## config.mk

```make
export PLATFORM = sky130hd
export DESIGN_NAME = interval_tick_timer
export DESIGN_NICKNAME = d
export VERILOG_FILES = /design/src/rtl/itt_pkg.sv /design/src/rtl/itt_prescale.sv /design/src/rtl/itt_count.sv /design/src/rtl/itt_regs.sv /design/src/rtl/interval_tick_timer.sv
export SDC_FILE = /design/constraint.sdc
export NUM_CORES = 1
export LEC_CHECK = 0
export BUFFER_PORTS_ARGS = -buffer_cell sky130_fd_sc_hd__clkbuf_2
export CAP_MARGIN = 20
export CORE_ASPECT_RATIO = 1.4
export CORE_MARGIN = 1
export CORE_UTILIZATION = 40
export DETAILED_ROUTE_END_ITERATION = 10
export PLACE_DENSITY = 0.71
export REMOVE_ABC_BUFFERS = 1
export SLEW_MARGIN = 20
export SYNTH_ARGS = -nofsm -noshare
export SYNTH_HDL_FRONTEND = slang
export SYNTH_SLANG_ARGS = --single-unit
```

## constraint.sdc

```tcl
create_clock -name clk -period 2.8 [get_ports clk]
set_input_delay 0.56 -clock clk [delete_from_list [all_inputs] [get_ports clk]]
set_output_delay 0.56 -clock clk [all_outputs]
set_load 0.05 [all_outputs]
```

## src/rtl/itt_pkg.sv

```systemverilog
package itt_pkg;
   typedef enum logic [1:0] {
      SEL_CTRL  = 2'd0,
      SEL_STAT  = 2'd1,
      SEL_ACK   = 2'd2,
      SEL_IMAGE = 2'd3
   } itt_sel_e;

   localparam int unsigned RUN_BIT  = 24;
   localparam int unsigned IRQE_BIT = 25;
endpackage

```

## src/rtl/itt_prescale.sv

```systemverilog
module itt_prescale #(
   parameter int unsigned DIV = 16
) (
   input  logic clk,
   input  logic rst,
   input  logic run,
   output logic tick
);
   localparam int unsigned CW = (DIV > 1) ? $clog2(DIV) : 1;

   generate
      if (DIV == 1) begin : g_bypass
         assign tick = run;
      end else begin : g_count
         localparam logic [CW-1:0] LAST = CW'(DIV - 1);
         logic [CW-1:0] phase;

         always_ff @(posedge clk) begin
            if (rst)       phase <= '0;
            else if (!run) phase <= '0;
            else           phase <= phase + 1'b1;
         end

         assign tick = run && (phase == LAST);

         AST_TICK_GAP: assert property (@(posedge clk) disable iff (rst)
            tick |=> !tick);
         AST_PHASE_RESTART: assert property (@(posedge clk) disable iff (rst)
            !run |=> (phase == '0));
      end
   endgenerate
endmodule

```

## src/rtl/itt_count.sv

```systemverilog
module itt_count #(
   parameter int unsigned PER_W = 20,
   parameter int unsigned OVF_W = 12
) (
   input  logic             clk,
   input  logic             rst,
   input  logic             tick,
   input  logic             ack,
   input  logic [PER_W-1:0] limit,
   output logic [PER_W-1:0] cur,
   output logic [OVF_W-1:0] missed,
   output logic             pending,
   output logic             wrap
);
   localparam logic [OVF_W-1:0] MISSED_MAX = '1;
   localparam logic [OVF_W-1:0] MISSED_ONE = OVF_W'(1);

   assign wrap = tick && (cur >= limit);

   always_ff @(posedge clk) begin
      if (rst)       cur <= '0;
      else if (wrap) cur <= '0;
      else if (tick) cur <= cur + 1'b1;
   end

   always_ff @(posedge clk) begin
      if (rst) begin
         missed  <= '0;
         pending <= 1'b0;
      end else if (ack) begin
         missed  <= wrap ? MISSED_ONE : '0;
         pending <= wrap;
      end else if (wrap) begin
         missed  <= (missed == MISSED_MAX) ? missed : missed + 1'b1;
         pending <= 1'b1;
      end
   end

   AST_NO_TICK_HOLD: assert property (@(posedge clk) disable iff (rst)
      !$past(tick) |-> (cur == $past(cur)));
   AST_MISSED_SAT: assert property (@(posedge clk) disable iff (rst)
      ($past(missed) == MISSED_MAX && !$past(ack)) |-> (missed == MISSED_MAX));
   AST_ACK_CLEAR: assert property (@(posedge clk) disable iff (rst)
      ($past(ack) && !$past(wrap)) |-> (missed == '0 && !pending));
   AST_ACK_MERGE: assert property (@(posedge clk) disable iff (rst)
      ($past(ack) && $past(wrap)) |-> (missed == MISSED_ONE && pending));
   AST_QUIET_READ: assert property (@(posedge clk) disable iff (rst)
      (!$past(ack) && !$past(wrap)) |->
         (missed == $past(missed) && pending == $past(pending)));
   AST_WRAP_FLAG: assert property (@(posedge clk) disable iff (rst)
      $past(wrap) |-> pending);
endmodule

```

## src/rtl/itt_regs.sv

```systemverilog
module itt_regs
   import itt_pkg::*;
#(
   parameter int unsigned ADDR_W = 4,
   parameter int unsigned DATA_W = 32,
   parameter int unsigned PER_W  = 20,
   parameter int unsigned OVF_W  = 12
) (
   input  logic              clk,
   input  logic              rst,
   input  logic [ADDR_W-1:0] addr,
   input  logic              wr_en,
   input  logic [DATA_W-1:0] wr_data,
   input  logic              rd_en,
   input  logic [PER_W-1:0]  cur,
   input  logic [OVF_W-1:0]  missed,
   input  logic              pending,
   output logic [PER_W-1:0]  limit,
   output logic              run_en,
   output logic              irq_en,
   output logic              ack,
   output logic [DATA_W-1:0] rd_data
);
   logic     in_map;
   itt_sel_e sel;
   logic     wdata_unused;

   assign in_map       = ((addr >> 2) == '0);
   assign sel          = itt_sel_e'(addr[1:0]);
   assign ack          = rd_en && in_map && (sel == SEL_ACK);
   assign wdata_unused = ^wr_data;

   always_ff @(posedge clk) begin
      if (rst) begin
         limit  <= '0;
         run_en <= 1'b0;
         irq_en <= 1'b0;
      end else if (wr_en && in_map && sel == SEL_CTRL) begin
         limit  <= wr_data[PER_W-1:0];
         run_en <= wr_data[RUN_BIT];
         irq_en <= wr_data[IRQE_BIT];
      end
   end

   logic [DATA_W-1:0] count_word, ctrl_word, stat_word, mux_word;

   always_comb begin
      count_word = '0;
      count_word[PER_W-1:0] = cur;
      count_word[DATA_W-1 -: OVF_W] = missed;
      ctrl_word = '0;
      ctrl_word[PER_W-1:0] = limit;
      ctrl_word[RUN_BIT]   = run_en;
      ctrl_word[IRQE_BIT]  = irq_en;
      stat_word = '0;
      stat_word[0] = pending;
      unique case (sel)
         SEL_CTRL:  mux_word = ctrl_word;
         SEL_STAT:  mux_word = stat_word;
         SEL_ACK,
         SEL_IMAGE: mux_word = count_word;
         default:   mux_word = '0;
      endcase
   end

   always_ff @(posedge clk) begin
      if (rst)                   rd_data <= '0;
      else if (rd_en && in_map)  rd_data <= mux_word;
      else                       rd_data <= '0;
   end

   AST_IDLE_BUS: assert property (@(posedge clk) disable iff (rst)
      !$past(rd_en) |-> (rd_data == '0));
endmodule

```

## src/rtl/interval_tick_timer.sv

```systemverilog
module interval_tick_timer #(
   parameter int unsigned ADDR_W   = 4,
   parameter int unsigned DATA_W   = 32,
   parameter int unsigned PER_W    = 20,
   parameter int unsigned OVF_W    = 12,
   parameter int unsigned PRESCALE = 16
) (
   input  logic              clk,
   input  logic              rst,
   input  logic [ADDR_W-1:0] addr,
   input  logic              wr_en,
   input  logic [DATA_W-1:0] wr_data,
   input  logic              rd_en,
   output logic [DATA_W-1:0] rd_data,
   output logic              irq
);
   generate
      if (PRESCALE == 0 || (PRESCALE & (PRESCALE - 1)) != 0) begin : g_bad_div
         $error("PRESCALE must be a power of two");
      end
      if (PER_W + OVF_W > DATA_W) begin : g_bad_pack
         $error("count fields do not fit the data word");
      end
      if (PER_W > itt_pkg::RUN_BIT || DATA_W <= itt_pkg::IRQE_BIT) begin : g_bad_ctrl
         $error("control bits overlap the limit field or exceed the word");
      end
      if (ADDR_W < 2) begin : g_bad_addr
         $error("ADDR_W must cover four registers");
      end
   endgenerate

   logic [PER_W-1:0] limit, cur;
   logic [OVF_W-1:0] missed;
   logic             pending, run_en, irq_en, ack, tick, wrap, running;

   assign running = run_en || (cur != '0);
   assign irq     = pending && irq_en;

   itt_prescale #(.DIV(PRESCALE)) u_pre (
      .clk(clk), .rst(rst), .run(running), .tick(tick)
   );

   itt_count #(.PER_W(PER_W), .OVF_W(OVF_W)) u_cnt (
      .clk(clk), .rst(rst), .tick(tick), .ack(ack), .limit(limit),
      .cur(cur), .missed(missed), .pending(pending), .wrap(wrap)
   );

   itt_regs #(.ADDR_W(ADDR_W), .DATA_W(DATA_W), .PER_W(PER_W), .OVF_W(OVF_W)) u_regs (
      .clk(clk), .rst(rst), .addr(addr), .wr_en(wr_en), .wr_data(wr_data),
      .rd_en(rd_en), .cur(cur), .missed(missed), .pending(pending),
      .limit(limit), .run_en(run_en), .irq_en(irq_en), .ack(ack),
      .rd_data(rd_data)
   );

   AST_HALT_AT_ZERO: assert property (@(posedge clk) disable iff (rst)
      (!run_en && cur == '0) |=> (cur == '0));
   AST_WRAP_NEEDS_TICK: assert property (@(posedge clk) disable iff (rst)
      wrap |-> running);
endmodule

```

Word level (Yosys, flattened, before mapping)
Index checks and enable logic that the tools add are counted.
{"block": "op_classes", "n_reduce_logical": 17, "addsub": 3, "eq_ne": 6, "mux": 7, "n_lt_le_gt_ge": 1, "bitwise_logic": 2}
{"cell": "32-bit case mux with 3 select lines", "n": 1}
{"cell": "12-bit 2-to-1 mux", "n": 3}
{"cell": "20-bit by 1-bit adder with 20-bit output, second input constant", "n": 1}
{"cell": "20-bit greater-or-equal comparator", "n": 1}
{"cell": "20-bit nonzero test", "n": 1}
{"cell": "12-bit by 1-bit adder with 12-bit output, second input constant", "n": 1}
{"cell": "12-bit == test, second input constant", "n": 1}
{"cell": "2-bit OR reduction", "n": 4}
{"cell": "1-bit logical AND", "n": 7}
{"cell": "4-bit by 1-bit adder with 4-bit output, second input constant", "n": 1}
{"cell": "2-bit == test, second input constant", "n": 2}
{"cell": "4-bit == test, second input constant", "n": 1}
{"cell": "4-bit zero test", "n": 1}
{"cell": "1-bit 2-to-1 mux", "n": 3}
{"cell": "2-bit by 1-bit == test with 1-bit output, second input constant", "n": 1}
{"cell": "2-bit zero test", "n": 1}
{"cell": "2-bit != test, second input constant", "n": 1}
{"cell": "1-bit inverter", "n": 2}
{"cell": "2-bit AND reduction", "n": 1}
{"cell": "2-bit nonzero test", "n": 1}
{"cell": "1-bit logical OR", "n": 1}
{"block": "totals", "ff_bits": 91, "wordCells": 44, "inputBits": 40, "output_inout_bits": 33}

Depth between registers and ports, before layout
{"block": "depth", "ltp_word": 6, "depth_mapped": 11, "mapped_depth_nobuf": 9}

Cells and area by module
A second synthesis with hierarchy kept.
{"block": "unflattened", "cells_unflattened": 453, "hier_area_um2": 4211.5}
{"mod": "itt_count", "cells_each": 252, "area_per_inst_um2": 2043.2, "n_inst": 1}
{"mod": "itt_regs", "cells_each": 177, "area_per_inst_um2": 1951.9, "n_inst": 1}
{"mod": "itt_prescale", "cells_each": 16, "area_per_inst_um2": 165.2, "n_inst": 1}
{"mod": "interval_tick_timer", "cells_each": 8, "area_per_inst_um2": 51.3, "n_inst": 1}

Least setup slack after synthesis
Ideal clock, no wire load.
{"block": "synth_path", "kind": "register to register", "startpoint": "reg u_cnt.cur[0]", "endpoint": "reg u_cnt.missed[1]", "required_time_ns": 2.713, "t_arrival_ns": 2.305, "stages_incl_launch_ff": 12, "setup_slack_ns": 0.408, "period_less_slack_ns": 2.392, "path_buffers": 2, "cell_sequence": "dfxtp_1 -> inv_1 -> ha_1 -> nand2b_1 -> a21o_1 -> a211o_1 -> a311o_1 -> o21ai_4 -> buf_6 -> buf_8 -> o211ai_1 -> o31ai_1"}
{"block": "synth_between", "elab_chain_len": 6, "word_cells_on_any_way": 7}
{"element": "from (decl)", "line": "itt_count.sv:10", "source": "output logic [PER_W-1:0] cur,"}
{"element": "from (signal assigned)", "line": "itt_count.sv:23", "source": "else if (tick) cur <= cur + 1'b1;"}
{"element": "parallel branches: the longest is 3 deep, another holds 20-bit greater-or-equal comparator"}
{"element": "1-bit logical AND (*)", "line": "itt_count.sv:18", "source": "assign wrap = tick && (cur >= limit);"}
{"element": "2-bit nonzero test (no source line) (*)"}
{"element": "2-bit AND reduction (no source line) (*)"}
{"element": "to (signal assigned)", "line": "itt_count.sv:31", "source": "missed <= wrap ? MISSED_ONE : '0;"}
{"element": "to (signal assigned)", "line": "itt_count.sv:34", "source": "missed <= (missed == MISSED_MAX) ? missed : missed + 1'b1;"}
{"element": "to (decl)", "line": "itt_count.sv:11", "source": "output logic [OVF_W-1:0] missed,"}
Mark *: on every way between the ends.
A chain may end at the register's enable or synchronous reset.

Worst setup path after layout
{"block": "layout_path", "startpoint": "reg u_cnt.cur[0]", "endpoint": "reg u_cnt.missed[0]"}
{"block": "layout_between", "elab_chain_len": 6, "word_cells_on_any_way": 9}
{"element": "parallel branches: the longest is 3 deep, another holds 20-bit greater-or-equal comparator"}
{"element": "1-bit logical AND (*)", "line": "itt_count.sv:18"}
{"element": "1-bit 2-to-1 mux or 2-bit nonzero test (tied branches)"}
{"element": "12-bit 2-to-1 mux or 2-bit AND reduction (tied branches)"}
Marks and branches as above.

==> results.toml <==
[status]
status = "complete, no violations"

[sta]
max_freq_mhz = 379
worstMarginPinSlew_ns = 0.809
fin_ws_ns = 0.164
drv_slew = 0
post-route-period-util = 0.941
slew_headroom = 0.461
finalSetupTns_ns = 0
fin_skew_ns = 0.00824
period_needed_ns = 2.64
finalSetupViolations = 0
hold_viol = 0
rsz0062_at_grt = "false"

[grt]
grt_pass1_vias = 3315
antenna_found_initial = 0
grt_usage = 0.191
grt_first_pass_wirelength_mm = 15.6
grt_max_degree = 35
gr-total-overflow = 0

[final_layout]
insertedDiodeCount = 0
fin_area_um2 = 4910
utilization = 0.494
fin_cells = 696
regArea_um2 = 1820
multi_input_area_um2 = 2070
nets = 620
fillers = 966
final_layout_size_suffix_gt1_frac = 0.178
area.growth.synth_to_final_pct = 19.8

[clock_tree]
cts_made_buffers = 9
cts_resized = 0
clock_path_buffers = 2
cts_htree_levels = 3
post_cts_buffers = 0
root_buffer = "clkbuf_16"
clkSinkCount = 91
clock_latency_ns = 0.35
cts_tree = "yes"
clkTransAtPathRegs_ns = 0.06
cts-hold-fix-buffers = 0

[yosys]
synth.area.top_cells = "dfxtp_1 44%, ha_1 7.3%, a21oi_1 6.8%"
synth_area_per_cell_um2 = 8.30
synth-seq-cells = 91
synth_edf_count = 0
synth_area_um2 = 4100
yosysUniqueCellTypes = 43
synth_top_area_frac = 0.444
synth_area_leader_cell = "dfxtp_1"
yosys_most_used_dff = "dfxtp_1"
synthCells = 494
ys_warn_count = 0
ys_seq_area_frac = 0.444
synthArstFlopShare = 0

[placed_design]
io_buffers = 62
placed_area_um2 = 4580
pre_cts_slack_ns = 0.207
gp_congestion = 0.936
dp_cells = 680
hpwl_mm = 7.10

[power_and_ir_drop]
swShare = 0.208
ir_drop_mv = 0.389
switching_power_mw = 0.568
leakagePower_nw = 1.99
power_density_nw_per_um2 = 556
intPower_mw = 2.17
clockPowerShare = 0.489
power_frac_comb = 0.035
seqPwrFrac = 0.476

[die]
die_width_um = 87.6
die_h_um = 122
io_pins = 73
die_area_um2 = 10700
num_rows = 43
coreArea_um2 = 9950
start_util = 0.412

[worst_setup_path]
path_max_fanout = 21
startpoint = "u_cnt.cur[0]"
end_kind = "flop"
criticalPathCategory = "flop to flop"
path_cells = "inv_1 -> ha_1 -> nand2b_1 -> a21o_1 -> a211o_1 -> a311o_1 -> o21ai_4 -> buf_4 -> o211ai_1 -> a21oi_1"
crit_path_max_incr_delay_ns = 0.41
cp.arrival_ns = 2.91
critPathLaunchType = "flop"
reg2reg_from = "u_cnt.cur[0]"
critPathTopFamily = "compound AO/OA/AOI/OAI gates"
critical_path_buf_inv_count = 2
slowest_stage = "o21ai_4"
crit_required_ns = 3.08

[routing]
avgViaCountPerCell = 5.19
num_vias = 3612
wl_per_cell_um = 13.7
drc_errors = 0
initialDrtViolationCount = 169
wl_mm = 9.52
first_pass_iters = 4
ant_nets = 0

[min_path]
hold_path.class = "input pin to flop"
hold_path_startpoint = "wr_data[5]"

[run]
drv_cap = 0
==> sequential cells by signal (all words and copies together), names as in the netlist <==
register / count
u_regs.irq_en: 1
u_cnt.missed: 12
u_cnt.pending: 1
u_pre.g_count.phase: 4
u_regs.rd_data: 32
u_regs.run_en: 1
u_cnt.cur: 20
u_regs.limit: 20
==> kinds of logic after synthesis <==
family                   after synthesis  share of synthesized area
AO/OA/AOI/OAI                         85                      0.123
XOR/XNOR                              20                     0.0427
adder cells (fa/ha/maj)               24                     0.0732
buffers and inverters                 49                     0.0503
flip-flops                            91                      0.444
AND/OR/NAND/NOR                      225                      0.267
==> layout make-up <==
cell class / count / area share
Multi-Input combinational cell: 354 / 0.422
Sequential cell: 91 / 0.371
Timing Repair Buffer: 78 / 0.0876
Clock buffer: 11 / 0.0514
Tap cell: 135 / 0.0344
Clock inverter: 5 / 0.0173
Inverter: 22 / 0.0168
==> final timing paths <==
kind	end	slack, ns	cells after the start
setup / recovery	u_cnt.missed[0]	0.16	10
hold / removal	u_regs.limit[5]	0.44	3
setup reg to reg	u_cnt.missed[0]	0.16	10
hold reg to reg	u_regs.limit[1]	0.46	2
==> power groups by stage <==
| stage | sequential (mW) | combinational, mW | clock (mW) |
|---|---|---|---|
| after floorplan | 1.33 | 0.0339 | 0 |
| after global placement | 1.33 | 0.0950 | 0 |
| after detailed placement | 1.33 | 0.0962 | 0 |
| after CTS | 1.30 | 0.0965 | 1.36 |
| after global routing | 1.30 | 0.107 | 1.40 |
| final | 1.30 | 0.0962 | 1.34 |
==> worst reg2reg max path: stages, from the launching register on <==
cell and delay, ns:
dfxtp_1 0.33, inv_1 0.07, ha_1 0.26, nand2b_1 0.14, a21o_1 0.18, a211o_1 0.30, a311o_1 0.39, o21ai_4 0.41
buf_4 0.24, o211ai_1 0.11, a21oi_1 0.15
==> routing by layer <==
layer / up-vias / share of wire / track usage
met5: - / 0 / 0
met4: 0 / 0.030 / 0.109
met3: 19 / 0.039 / 0.0400
met2: 89 / 0.53 / 0.324
met1: 1678 / 0.40 / 0.219
li1: 1826 / - / -
==> cells in the final DEF (no fill, tap or decap), types with 4 or more instances in the layout <==
| cell | instances |
|---|---|
| dfxtp_1 | 91 |
| and3_1 | 22 |
| xor2_1 | 15 |
| or3_1 | 4 |
| xnor2_1 | 5 |
| a21oi_1 | 56 |
| nand2_1 | 71 |
| nand4_1 | 14 |
| o21ai_0 | 6 |
| or4_1 | 8 |
| nand2b_1 | 4 |
| nand3_1 | 9 |
| ha_1 | 24 |
| o211ai_1 | 9 |
| clkbuf_16 | 9 |
| nor2_1 | 54 |
| clkbuf_2 | 62 |
| inv_1 | 22 |
| nor3_1 | 20 |
| buf_4 | 16 |
==> cells in the mapped netlist, types with 2 or more instances <==
master    count
xor2_1       15
nor2_1       54
ha_1         24
inv_1        22
nand3_1       9
a211oi_1      3
nand4_1      14
dfxtp_1      91
nor3b_1       2
nor2b_1       3
and3_1       22
o31ai_1       2
buf_2         3
clkbuf_1     19
nand4b_1      3
nor4_1        3
nand2b_1      4
nor3_1       20
and2_1        2
o21ai_0       6
or4_1         8
buf_1         3
a21o_1        2
o211ai_1      9
or3_1         4
a21oi_1      56
xnor2_1       5
nand2_1      71
==> stage by stage <==
stage	power [mW]	hold WS [ns]
2_1_floorplan	1.36	0.418
3_3_place_gp	1.42	0.428
3_5_place_dp	1.43	0.446
4_1_cts	2.76	0.426
5_1_grt	2.81	0.439
6_report	2.73	0.435
Power figures use the tool's default switching activity.
